<file path="config.mk">
export PLATFORM = sky130hd
export DESIGN_NAME = ppf_fwd_engine
export DESIGN_NICKNAME = d
export VERILOG_FILES = /design/src/rtl/ppf_pkg.sv /design/src/rtl/ppf_wr_decode.sv /design/src/rtl/ppf_fifo.sv /design/src/rtl/ppf_handshake.sv /design/src/rtl/ppf_fwd_engine.sv
export SDC_FILE = /design/constraint.sdc
export NUM_CORES = 1
export LEC_CHECK = 0
export BUFFER_PORTS_ARGS = -buffer_cell sky130_fd_sc_hd__buf_2
export CAP_MARGIN = 20
export CORE_ASPECT_RATIO = 0.8
export CORE_UTILIZATION = 57
export DETAILED_ROUTE_END_ITERATION = 10
export GPL_ROUTABILITY_DRIVEN = 0
export PLACE_DENSITY_LB_ADDON = 0.2
export SLEW_MARGIN = 40
export SYNTH_ARGS = -nofsm -noshare
export SYNTH_HDL_FRONTEND = slang
export SYNTH_SLANG_ARGS = --single-unit
</file>
<file path="constraint.sdc">
create_clock -name clk -period 3.15 [get_ports clk]
set_input_delay 0.4725 -clock clk [delete_from_list [all_inputs] [get_ports clk]]
set_output_delay 0.4725 -clock clk [all_outputs]
set_load 0.05 [all_outputs]
</file>
<file path="src/rtl/ppf_pkg.sv">
// Package: shared codes and types for the parallel port forward engine.
// Assumes: mode encodings are fixed by the surrounding register block.
package ppf_pkg;
    localparam logic [2:0] MODE_PRN = 3'b010;   // FIFO printer mode
    localparam logic [2:0] MODE_EXT = 3'b011;   // extended forward mode

    typedef struct packed {
        logic       tag;
        logic [7:0] data;
    } ppf_entry_t;

    typedef enum logic [1:0] {
        HS_IDLE    = 2'd0,
        HS_SETUP   = 2'd1,
        HS_STROBE  = 2'd2,
        HS_RELEASE = 2'd3
    } hs_state_t;
endpackage

</file>
<file path="src/rtl/ppf_wr_decode.sv">
// Module: write-path decoder. Picks which host/DMA write enters the FIFO
// and which tag it carries. Pure combinational; at most one push per cycle,
// the host write having priority over DMA.
module ppf_wr_decode
    import ppf_pkg::*;
(
    input  logic [2:0] mode_i,
    input  logic       io_wr_i,
    input  logic       io_hi_i,
    input  logic [7:0] io_data_i,
    input  logic       dma_wr_i,
    input  logic [7:0] dma_data_i,
    output logic       push_o,
    output ppf_entry_t entry_o
);
    logic io_take;
    logic dma_take;

    // Accept rules per mode and host-over-DMA priority.
    always_comb begin
        io_take  = 1'b0;
        dma_take = 1'b0;
        if (mode_i == MODE_PRN) begin
            io_take  = io_wr_i && io_hi_i;
            dma_take = dma_wr_i && !io_take;
        end else if (mode_i == MODE_EXT) begin
            io_take  = io_wr_i;
            dma_take = dma_wr_i && !io_take;
        end
        push_o = io_take || dma_take;
        if (io_take) begin
            entry_o.data = io_data_i;
            entry_o.tag  = io_hi_i;
        end else begin
            entry_o.data = dma_data_i;
            entry_o.tag  = 1'b1;
        end
    end
endmodule

</file>
<file path="src/rtl/ppf_fifo.sv">
// Module: synchronous FIFO of tagged bytes with a sticky overflow flag.
// Assumes DEPTH is a power of two. A push while full is dropped even if a
// pop happens in the same cycle.
module ppf_fifo
    import ppf_pkg::*;
#(
    parameter int DEPTH = 16
) (
    input  logic       clk,
    input  logic       rst_n,
    input  logic       push_i,
    input  ppf_entry_t entry_i,
    input  logic       pop_i,
    output ppf_entry_t head_o,
    output logic       empty_o,
    output logic       full_o,
    output logic       overflow_o
);
    localparam int AW = $clog2(DEPTH);

    ppf_entry_t     mem [DEPTH];
    logic [AW-1:0]  wr_ptr;
    logic [AW-1:0]  rd_ptr;
    logic [AW:0]    count;
    logic           do_push;
    logic           do_pop;

    assign empty_o = (count == '0);
    assign full_o  = (count == (AW+1)'(DEPTH));
    assign do_push = push_i && !full_o;
    assign do_pop  = pop_i && !empty_o;
    assign head_o  = mem[rd_ptr];

    // Storage write; entries need no reset.
    always_ff @(posedge clk) begin
        if (do_push) mem[wr_ptr] <= entry_i;
    end

    // Pointer, occupancy and sticky overflow bookkeeping.
    always_ff @(posedge clk) begin
        if (!rst_n) begin
            wr_ptr     <= '0;
            rd_ptr     <= '0;
            count      <= '0;
            overflow_o <= 1'b0;
        end else begin
            if (do_push) wr_ptr <= wr_ptr + 1'b1;
            if (do_pop)  rd_ptr <= rd_ptr + 1'b1;
            if (do_push && !do_pop)      count <= count + 1'b1;
            else if (do_pop && !do_push) count <= count - 1'b1;
            if (push_i && full_o) overflow_o <= 1'b1;
        end
    end
endmodule

</file>
<file path="src/rtl/ppf_handshake.sv">
// Module: per-byte strobe/busy sequencer. Pops one entry when busy is low,
// holds it for SETUP_CLKS cycles, drops the strobe, waits for busy high,
// releases, then waits for busy low. Leaving the enabled modes aborts.
// Assumes SETUP_CLKS >= 1.
module ppf_handshake
    import ppf_pkg::*;
#(
    parameter int SETUP_CLKS = 2
) (
    input  logic       clk,
    input  logic       rst_n,
    input  logic       run_i,
    input  logic       ext_mode_i,
    input  logic       busy_i,
    input  logic       empty_i,
    input  ppf_entry_t head_i,
    output logic       pop_o,
    output logic [7:0] pd_o,
    output logic       autofd_n_o,
    output logic       strobe_n_o
);
    localparam int CW = (SETUP_CLKS > 1) ? $clog2(SETUP_CLKS) : 1;

    hs_state_t     state;
    logic [CW-1:0] setup_cnt;
    logic          tag_q;

    assign pop_o      = run_i && (state == HS_IDLE) && !empty_i && !busy_i;
    assign strobe_n_o = (state != HS_STROBE);
    assign autofd_n_o = ext_mode_i ? tag_q : 1'b1;

    // Handshake state machine and output data register.
    always_ff @(posedge clk) begin
        if (!rst_n) begin
            state     <= HS_IDLE;
            setup_cnt <= '0;
            pd_o      <= '0;
            tag_q     <= 1'b1;
        end else if (!run_i) begin
            state     <= HS_IDLE;
            setup_cnt <= '0;
        end else begin
            case (state)
                HS_IDLE: if (pop_o) begin
                    pd_o      <= head_i.data;
                    tag_q     <= head_i.tag;
                    setup_cnt <= CW'(SETUP_CLKS - 1);
                    state     <= HS_SETUP;
                end
                HS_SETUP: begin
                    if (setup_cnt == '0) state <= HS_STROBE;
                    else                 setup_cnt <= setup_cnt - 1'b1;
                end
                HS_STROBE:  if (busy_i)  state <= HS_RELEASE;
                HS_RELEASE: if (!busy_i) state <= HS_IDLE;
                default:    state <= HS_IDLE;
            endcase
        end
    end
endmodule

</file>
<file path="src/rtl/ppf_fwd_engine.sv">
// Module: top of the parallel port forward engine. Decodes host/DMA writes
// into a tagged FIFO and drains it through the strobe/busy sequencer.
// Assumes one write per cycle per path and a synchronous busy input.
module ppf_fwd_engine
    import ppf_pkg::*;
#(
    parameter int DEPTH      = 16,
    parameter int SETUP_CLKS = 2
) (
    input  logic       clk,
    input  logic       rst_n,
    input  logic [2:0] mode_i,
    input  logic       io_wr_i,
    input  logic       io_hi_i,
    input  logic [7:0] io_data_i,
    input  logic       dma_wr_i,
    input  logic [7:0] dma_data_i,
    input  logic       busy_i,
    output logic [7:0] pd_o,
    output logic       strobe_n_o,
    output logic       autofd_n_o,
    output logic       pdir_o,
    output logic       fifo_empty_o,
    output logic       fifo_full_o,
    output logic       overflow_o
);
    logic       push;
    logic       pop;
    ppf_entry_t wr_entry;
    ppf_entry_t head;
    logic       run;
    logic       ext_mode;

    assign ext_mode = (mode_i == MODE_EXT);
    assign run      = (mode_i == MODE_PRN) || ext_mode;
    assign pdir_o   = 1'b0;

    ppf_wr_decode u_dec (
        .mode_i     (mode_i),
        .io_wr_i    (io_wr_i),
        .io_hi_i    (io_hi_i),
        .io_data_i  (io_data_i),
        .dma_wr_i   (dma_wr_i),
        .dma_data_i (dma_data_i),
        .push_o     (push),
        .entry_o    (wr_entry)
    );

    ppf_fifo #(.DEPTH(DEPTH)) u_fifo (
        .clk        (clk),
        .rst_n      (rst_n),
        .push_i     (push),
        .entry_i    (wr_entry),
        .pop_i      (pop),
        .head_o     (head),
        .empty_o    (fifo_empty_o),
        .full_o     (fifo_full_o),
        .overflow_o (overflow_o)
    );

    ppf_handshake #(.SETUP_CLKS(SETUP_CLKS)) u_hs (
        .clk        (clk),
        .rst_n      (rst_n),
        .run_i      (run),
        .ext_mode_i (ext_mode),
        .busy_i     (busy_i),
        .empty_i    (fifo_empty_o),
        .head_i     (head),
        .pop_o      (pop),
        .pd_o       (pd_o),
        .autofd_n_o (autofd_n_o),
        .strobe_n_o (strobe_n_o)
    );
endmodule

</file>
==> qor.json, run 1 <==
{
  "synth_async_sr_flop_share": {"value": 0},
  "worst_slew_pin_slew": {"value": 747, "unit": "ps"},
  "crit_path_max_incr_delay": {"value": 530, "unit": "ps"},
  "floorplan.die.height": {"value": 101, "unit": "microns"},
  "timing_max_transition_violations_final": {"value": 0},
  "drt_pre_antenna_iters": {"value": 5},
  "fin_worst_hold_slack": {"value": 422, "unit": "ps"},
  "synth_simple_gate_area_share": {"value": 0.0515},
  "area_fraction_in_compound_gates_after_synthesis": {"value": 0.0564},
  "outcome": {"value": "finished, final reports clean"},
  "std_cell_rows": {"value": 35},
  "crit_required": {"value": 3500, "unit": "ps"},
  "worstPathArrival": {"value": 3130, "unit": "ps"},
  "cts_root_buffer": {"value": "clkbuf_16"},
  "grt-ovfl-total": {"value": 0},
  "synth.cell_area": {"value": 6970, "unit": "sq um"},
  "cts_tree": {"value": "done"},
  "detailroute.via_count": {"value": 3660},
  "post_route_cells_drive_above_1_share": {"value": 0.315},
  "share_seq_of_total_power": {"value": 0.522},
  "net_switching_power_of_the_design": {"value": 1140, "unit": "uW"},
  "power.density_cell_area": {"value": 603, "unit": "nW/um^2"},
  "ys.flop_type": {"value": "edfxtp_1"},
  "ios": {"value": 39},
  "syn-instance-count": {"value": 392},
  "setup.worst_path.start_class": {"value": "flip-flop"},
  "synth_fp_nets": {"value": 432},
  "design.final.nets": {"value": 494},
  "post_synth.cell_area_avg": {"value": 17.8, "unit": "sq um"},
  "final_core_utilization": {"value": 0.684},
  "muxShareOfSynthArea": {"value": 0.137},
  "synthDominantCellAreaShare": {"value": 0.620},
  "initial_utilization": {"value": 0.596},
  "synth_cell_type_count": {"value": 42},
  "static-leakage-power": {"value": 0.00270, "unit": "uW"},
  "number_of_synthesized_flops_with_an_enable_pin": {"value": 144},
  "top_post_synthesis_cells_by_area": {"value": "edfxtp_1 62%, mux4_2 12%, dfxtp_1 7.5%, ha_1 2.5%, a22oi_1 1.8%"},
  "cts_buffer_count": {"value": 17},
  "first_global_vias": {"value": 3714},
  "relSlewSlack": {"value": 0.501},
  "sw_frac_of_total": {"value": 0.236},
  "path_buf_inv": {"value": 2},
  "cts_stage_hold_buffer_count": {"value": 0},
  "drc": {"value": 0},
  "p_total": {"value": 4820, "unit": "uW"},
  "most_frequent_cell_after_synthesis": {"value": "edfxtp_1"},
  "clkLatencyLatePin": {"value": 420, "unit": "ps"},
  "post-synth-top-area-cell": {"value": "edfxtp_1"},
  "finish.instance_area": {"value": 8000, "unit": "sq um"},
  "final.setup_skew": {"value": 8.89, "unit": "ps"},
  "synth_area_in_xor_xnor": {"value": 0.0126},
  "ys_seq_elements": {"value": 170},
  "hold_path_class": {"value": "input pin to flip-flop"},
  "grt_setup_unrepaired": {"value": "false"},
  "buffers_from_clock_root_to_sink_at_most": {"value": 2},
  "n_antenna_cell": {"value": 0},
  "path_max_fanout": {"value": 5},
  "area.growth.synth_to_final": {"value": 14.7, "unit": "%"},
  "synth-adder-area-share": {"value": 0.0280},
  "vias_per_cell": {"value": 5.95},
  "combPwrFrac": {"value": 0.082},
  "fin_setup_tns": {"value": 0, "unit": "ps"},
  "worst_path_max_delay_cell": {"value": "nor4_4"},
  "synth_top_family_by_area": {"value": "multiplexers"},
  "number_of_nets_with_antenna_violations_after_routing": {"value": 0},
  "fmax": {"value": 0.359, "unit": "GHz"},
  "cts_num_sinks": {"value": 170},
  "cts_resized": {"value": 0},
  "port_buffers": {"value": 37},
  "internal_power": {"value": 3680, "unit": "uW"},
  "dpl.hpwl": {"value": 8.93, "unit": "mm"},
  "postCtsSetupRepairBufs": {"value": 0},
  "globalRouteTotalUtil": {"value": 0.240},
  "ff2ff_setup_slack": {"value": 370, "unit": "ps"},
  "worst-setup-path-type": {"value": "flip-flop to flip-flop"},
  "detail_route.wl_per_cell": {"value": 22.7, "unit": "microns"},
  "wl": {"value": 14.0, "unit": "mm"},
  "die_width": {"value": 126, "unit": "microns"},
  "hold_violations": {"value": 0},
  "crit_family": {"value": "simple AND/OR/NAND/NOR gates"},
  "setup_viol_count_final": {"value": 0},
  "yosysWarnings": {"value": 0},
  "end_kind": {"value": "flip-flop"},
  "htree_levels": {"value": 4},
  "crit_chain": {"value": "nor4_4 -> a211oi_4 -> inv_2 -> ha_1 -> inv_1 -> fa_1 -> a21o_1 -> a21oi_1 -> xnor2_1 -> or3_1 -> a21boi_0"},
  "detailedRoute.firstIterationViolations": {"value": 358},
  "grt_first_pass_wirelength": {"value": 21.4, "unit": "mm"},
  "pwr-share-clk": {"value": 0.396},
  "coreArea": {"value": 11700, "unit": "sq um"},
  "synth_common_cells": {"value": "144 x edfxtp_1, 36 x mux4_2, 26 x dfxtp_1"},
  "max_cap_violations": {"value": 0},
  "clk_transition_reported_paths": {"value": 70, "unit": "ps"},
  "dpl-instance-area": {"value": 7450, "unit": "sq um"},
  "yosysSeqAreaShare": {"value": 0.695},
  "floorplan.die_area": {"value": 12700, "unit": "sq um"},
  "largest_net_degree_at_the_start_of_global_routing": {"value": 39},
  "finalCritPeriodShare": {"value": 0.884},
  "antenna_found_initial": {"value": 0},
  "worst_ir_drop_vdd": {"value": 682, "unit": "uV"},
  "finalCriticalPeriod": {"value": 2780, "unit": "ps"}
}
-- worst min-delay path, delay by kind of cell --
kind / cells / cell delay, ps
AOI/OAI and AO/OA: 1 / 50
buffers and inverters: 1 / 90
and+or+nand+nor: 2 / 180
-- cell type report --
type	instances	area [sq um]
Fill cell	801	3690
Multi-Input combinational cell	194	1990
Sequential cell	170	4850
Clock buffer	20	457
Inverter	10	37.5
Clock inverter	12	88.8
Tap cell	148	185
Timing Repair Buffer	61	390
-- sequential cells by signal, summed over array words and instances (netlist names) --
register / flops
u_hs.state: 2
u_fifo.count: 5
u_fifo.overflow_o: 1
u_hs.setup_cnt: 1
u_hs.tag_q: 1
u_fifo.rd_ptr: 4
u_fifo.wr_ptr: 4
u_fifo.mem: 144
u_hs.pd_o: 8
-- logic make-up after synthesis --
family	count (synthesis)
AO/OA/AOI/OAI	53
XOR/XNOR	10
adder cells (fa/ha/maj)	15
buffers and inverters	28
flip-flops	170
multiplexers	49
other	1
AND/OR/NAND/NOR	66
-- power groups by stage --
stage	Sequential, uW	Clock [uW]	Combinational, uW
2_1_floorplan	2570	0	268
3_3_place_gp	2560	0	383
3_5_place_dp	2560	0	394
4_1_cts	2510	1930	397
5_1_grt	2520	2000	431
6_report	2510	1910	395
-- through the flow --
stage / setup slack (ps) / cells
after floorplan: 238 / 392
after global placement: 276 / 583
after detailed placement: 217 / 583
after CTS: 335 / 615
after global routing: 147 / 615
final: 366 / 615
-- per-layer routing --
metal  vias to the layer above  part of all wire  global-route usage
met1                      1866              0.47               0.334
met3                        14             0.042              0.0435
li1                       1679                 -                   -
met5                         -                 0                   0
met4                         0             0.012              0.0826
met2                       101              0.48               0.388
-- final timing paths --
kind / from / endpoint / cells after the start
max reg2reg: u_fifo.count[0] / u_fifo.count[4] / 11
min reg2reg: u_hs.setup_cnt / u_hs.setup_cnt / 2
min: mode_i[2] / u_hs.state[0] / 4
max: u_fifo.count[0] / u_fifo.count[4] / 11
-- cell usage in the layout, fill, tap and decap left out, drive strengths merged --
cell type / synthesis / routed
clkinv: 0 / 5
fa: 1 / 1
a21oi: 15 / 15
or3: 1 / 1
xor2: 3 / 3
a22oi: 17 / 17
dfxtp: 26 / 26
a221oi: 1 / 1
mux2i: 4 / 4
xnor2: 7 / 7
nand2: 13 / 13
o221a: 1 / 1
o211ai: 1 / 1
nor2b: 8 / 8
nor2: 18 / 18
buf: 11 / 61
clkinvlp: 0 / 2
nand4b: 1 / 1
nand2b: 3 / 3
clkbuf: 7 / 20
nand3: 1 / 1
a21o: 2 / 2
nand4: 2 / 2
edfxtp: 144 / 144
nor3: 4 / 4
a211oi: 2 / 2
or3b: 1 / 1
conb: 1 / 1
inv: 10 / 15
o21ai: 5 / 5
ha: 14 / 14
a31o: 8 / 8
mux4: 36 / 36
mux2: 9 / 9
and2: 11 / 11
a21boi: 1 / 1
nand3b: 2 / 2
nor4: 1 / 1
No activity file was read; power rests on OpenSTA's default activity.
==> inputs of run 2 (changes only) <==
--- a/config.mk
+++ b/config.mk
@@ -11,6 +11,7 @@
 export CORE_UTILIZATION = 57
 export DETAILED_ROUTE_END_ITERATION = 10
 export GPL_ROUTABILITY_DRIVEN = 0
+export MAX_ROUTING_LAYER = met4
 export PLACE_DENSITY_LB_ADDON = 0.2
 export SLEW_MARGIN = 40
 export SYNTH_ARGS = -nofsm -noshare
==> run 2 against run 1 <==
  * Sequential cell count unchanged
  * Total power barely moved
  * Die area is the same
==> qor.json, run 2 (synthesized netlist as in run 1, its figures left out) <==
{
  "setup_slack": {"value": 357, "unit": "ps", "change": "-9.34 ps"},
  "largest_net_degree_at_the_start_of_global_routing": {"value": 39, "change": "unchanged"},
  "share_seq_of_total_power": {"value": 0.522, "change": "about the same"},
  "wl": {"value": 13.9, "unit": "mm", "change": "-0.30%"},
  "buffers_from_clock_root_to_sink_at_most": {"value": 2, "change": "unchanged"},
  "cts_buffer_count": {"value": 17, "change": "unchanged"},
  "end_kind": {"value": "flip-flop"},
  "globalRouteTotalUtil": {"value": 0.248, "change": "+0.00791"},
  "setup.worst_path.start_class": {"value": "flip-flop"},
  "p_total": {"value": 4820, "unit": "uW", "change": "about the same"},
  "grt_setup_unrepaired": {"value": "false"},
  "power.density_cell_area": {"value": 602, "unit": "nW/um^2", "change": "about the same"},
  "combPwrFrac": {"value": 0.082, "change": "about the same"},
  "grt-ovfl-total": {"value": 0, "change": "unchanged"},
  "vias_per_cell": {"value": 5.92, "change": "-0.49%"},
  "fin_worst_hold_slack": {"value": 423, "unit": "ps", "change": "+0.849 ps"},
  "die_width": {"value": 126, "unit": "microns", "change": "unchanged"},
  "layout_common_cells": {"value": "144 x edfxtp_1, 37 x buf_2, 36 x mux4_2, 25 x dfxtp_1, 22 x buf_4"},
  "place_worst_setup_slack": {"value": 217, "unit": "ps", "change": "unchanged"},
  "post_route_cells_drive_above_1_share": {"value": 0.315, "change": "unchanged"},
  "crit_family": {"value": "simple AND/OR/NAND/NOR gates"},
  "worst-setup-path-type": {"value": "flip-flop to flip-flop"},
  "first_global_vias": {"value": 3718, "change": "+0.11%"},
  "detailroute.via_count": {"value": 3642, "change": "-0.49%"},
  "flip_flop_count_of_the_largest_register_all_copies_and_words_added": {"value": 144, "change": "unchanged"},
  "crit_required": {"value": 3500, "unit": "ps", "change": "about the same"},
  "drc": {"value": 0, "change": "unchanged"},
  "clkLatencyLatePin": {"value": 420, "unit": "ps", "change": "about the same"},
  "path_buf_inv": {"value": 2, "change": "unchanged"},
  "initial_utilization": {"value": 0.596, "change": "unchanged"},
  "cts_root_buffer": {"value": "clkbuf_16"},
  "crit_chain": {"value": "nor4_4 -> a211oi_4 -> inv_2 -> ha_1 -> inv_1 -> fa_1 -> a21o_1 -> a21oi_1 -> xnor2_1 -> or3_1 -> a21boi_0"},
  "cts_stage_hold_buffer_count": {"value": 0, "change": "unchanged"},
  "layout_commonest_cell": {"value": "edfxtp_1"},
  "outcome": {"value": "finished, final reports clean"},
  "pwr-share-clk": {"value": 0.396, "change": "about the same"},
  "hold_violations": {"value": 0, "change": "unchanged"},
  "detail_route.wl_per_cell": {"value": 22.7, "unit": "microns", "change": "-0.30%"},
  "htree_levels": {"value": 4, "change": "unchanged"},
  "fin_setup_tns": {"value": 0, "unit": "ps", "change": "unchanged"},
  "worst_ir_drop_vdd": {"value": 679, "unit": "uV", "change": "-0.39%"},
  "worst_path_max_delay_cell": {"value": "nor4_4"},
  "area.growth.synth_to_final": {"value": 14.7, "unit": "%", "change": "unchanged"},
  "final.setup_skew": {"value": 7.98, "unit": "ps", "change": "-0.912 ps"},
  "port_buffers": {"value": 37, "change": "unchanged"},
  "relSlewSlack": {"value": 0.492, "change": "-0.00913"},
  "clk_transition_reported_paths": {"value": 70, "unit": "ps", "change": "about the same"},
  "crit_path_max_incr_delay": {"value": 530, "unit": "ps", "change": "about the same"},
  "finalCritPeriodShare": {"value": 0.887, "change": "+0.00297"},
  "dpl.hpwl": {"value": 8.93, "unit": "mm", "change": "unchanged"},
  "std_cell_rows": {"value": 35, "change": "unchanged"},
  "net_switching_power_of_the_design": {"value": 1140, "unit": "uW", "change": "-0.12%"},
  "final_core_utilization": {"value": 0.684, "change": "unchanged"},
  "antenna_found_initial": {"value": 0, "change": "unchanged"},
  "design.final.nets": {"value": 494, "change": "unchanged"},
  "ios": {"value": 39, "change": "unchanged"},
  "reg_top3": {"value": "u_fifo.mem: 144 flops, u_hs.pd_o: 8 flops, u_fifo.count: 5 flops"},
  "max_cap_violations": {"value": 0, "change": "unchanged"},
  "static-leakage-power": {"value": 0.00270, "unit": "uW", "change": "unchanged"},
  "worstPathArrival": {"value": 3140, "unit": "ps", "change": "about the same"},
  "number_of_nets_with_antenna_violations_after_routing": {"value": 0, "change": "unchanged"},
  "grt_first_pass_wirelength": {"value": 21.4, "unit": "mm", "change": "unchanged"},
  "timing_max_transition_violations_final": {"value": 0, "change": "unchanged"},
  "regMostFlops": {"value": "u_fifo.mem"},
  "cts_tree": {"value": "done"},
  "postCtsSetupRepairBufs": {"value": 0, "change": "unchanged"},
  "worst_slew_pin_slew": {"value": 760, "unit": "ps", "change": "+13.7 ps"},
  "floorplan.die_area": {"value": 12700, "unit": "sq um", "change": "unchanged"},
  "num-fill-cells": {"value": 801, "change": "unchanged"},
  "internal_power": {"value": 3680, "unit": "uW", "change": "about the same"},
  "cts_resized": {"value": 0, "change": "unchanged"},
  "hold_path_class": {"value": "input pin to flip-flop"},
  "n_antenna_cell": {"value": 0, "change": "unchanged"},
  "finalCriticalPeriod": {"value": 2790, "unit": "ps", "change": "+9.34 ps"},
  "cts_num_sinks": {"value": 170, "change": "unchanged"},
  "fmax": {"value": 0.358, "unit": "GHz", "change": "-0.33%"},
  "coreArea": {"value": 11700, "unit": "sq um", "change": "unchanged"},
  "detailedRoute.firstIterationViolations": {"value": 361, "change": "+0.84%"},
  "path_max_fanout": {"value": 5, "change": "unchanged"},
  "drt_pre_antenna_iters": {"value": 5, "change": "unchanged"},
  "ff2ff_setup_slack": {"value": 360, "unit": "ps", "change": "about the same"},
  "setup_viol_count_final": {"value": 0, "change": "unchanged"},
  "sw_frac_of_total": {"value": 0.236, "change": "about the same"},
  "floorplan.die.height": {"value": 101, "unit": "microns", "change": "unchanged"}
}
-- run 2: cell counts in the layout (fill, tap and decap cells not counted) --
Identical to the previous run, type by type.
-- run 2: worst min-delay path, cell delays in order --
cell	delay, ps
buf_2	90
nor2b_1	60
nand2_1	120
a211oi_1	50
-- run 2: final cells by class --
class                   count  area, sq um  share of cell area
well taps                 148          185              0.0232
multi-input cells         194         1990               0.249
clock inverters            12         88.8              0.0111
clock buffers              20          457              0.0571
repair buffers             61          390              0.0488
inverters                  10         37.5             0.00469
flip-flops and latches    170         4850               0.606
-- run 2: power groups by stage --
| stage | Sequential, uW | Combinational, uW | Clock, uW |
|---|---|---|---|
| floorplan | 2570 | 268 | 0 |
| global placement | 2560 | 383 | 0 |
| detailed placement | 2560 | 394 | 0 |
| CTS | 2510 | 397 | 1930 |
| global route | 2520 | 431 | 2000 |
| finish | 2510 | 395 | 1910 |
-- run 2: path summary, 6_finish.rpt --
path | endpoint | startpoint | depth (start not counted)
worst max-delay path | u_fifo.count[4] | u_fifo.count[0] | 11
worst min-delay path | u_hs.state[0] | mode_i[2] | 4
worst max register to register | u_fifo.count[4] | u_fifo.count[0] | 11
worst min register to register | u_hs.setup_cnt | u_hs.setup_cnt | 2
-- run 2: layer usage --
layer | vias to the layer above | wire (microns) | track usage
li1 | 1678 | - | -
met1 | 1836 | 6350 | 0.335
met2 | 113 | 6720 | 0.387
met3 | 15 | 721 | 0.0435
met4 | 0 | 148 | 0.0826
met5 | - | 0 | -
-- run 2: per-stage QoR --
step                cells  area (sq um)
detailed placement    583          7450
global route          615          8000
CTS                   615          8000
floorplan             392          6970
finish                615          8000
global placement      583          7450
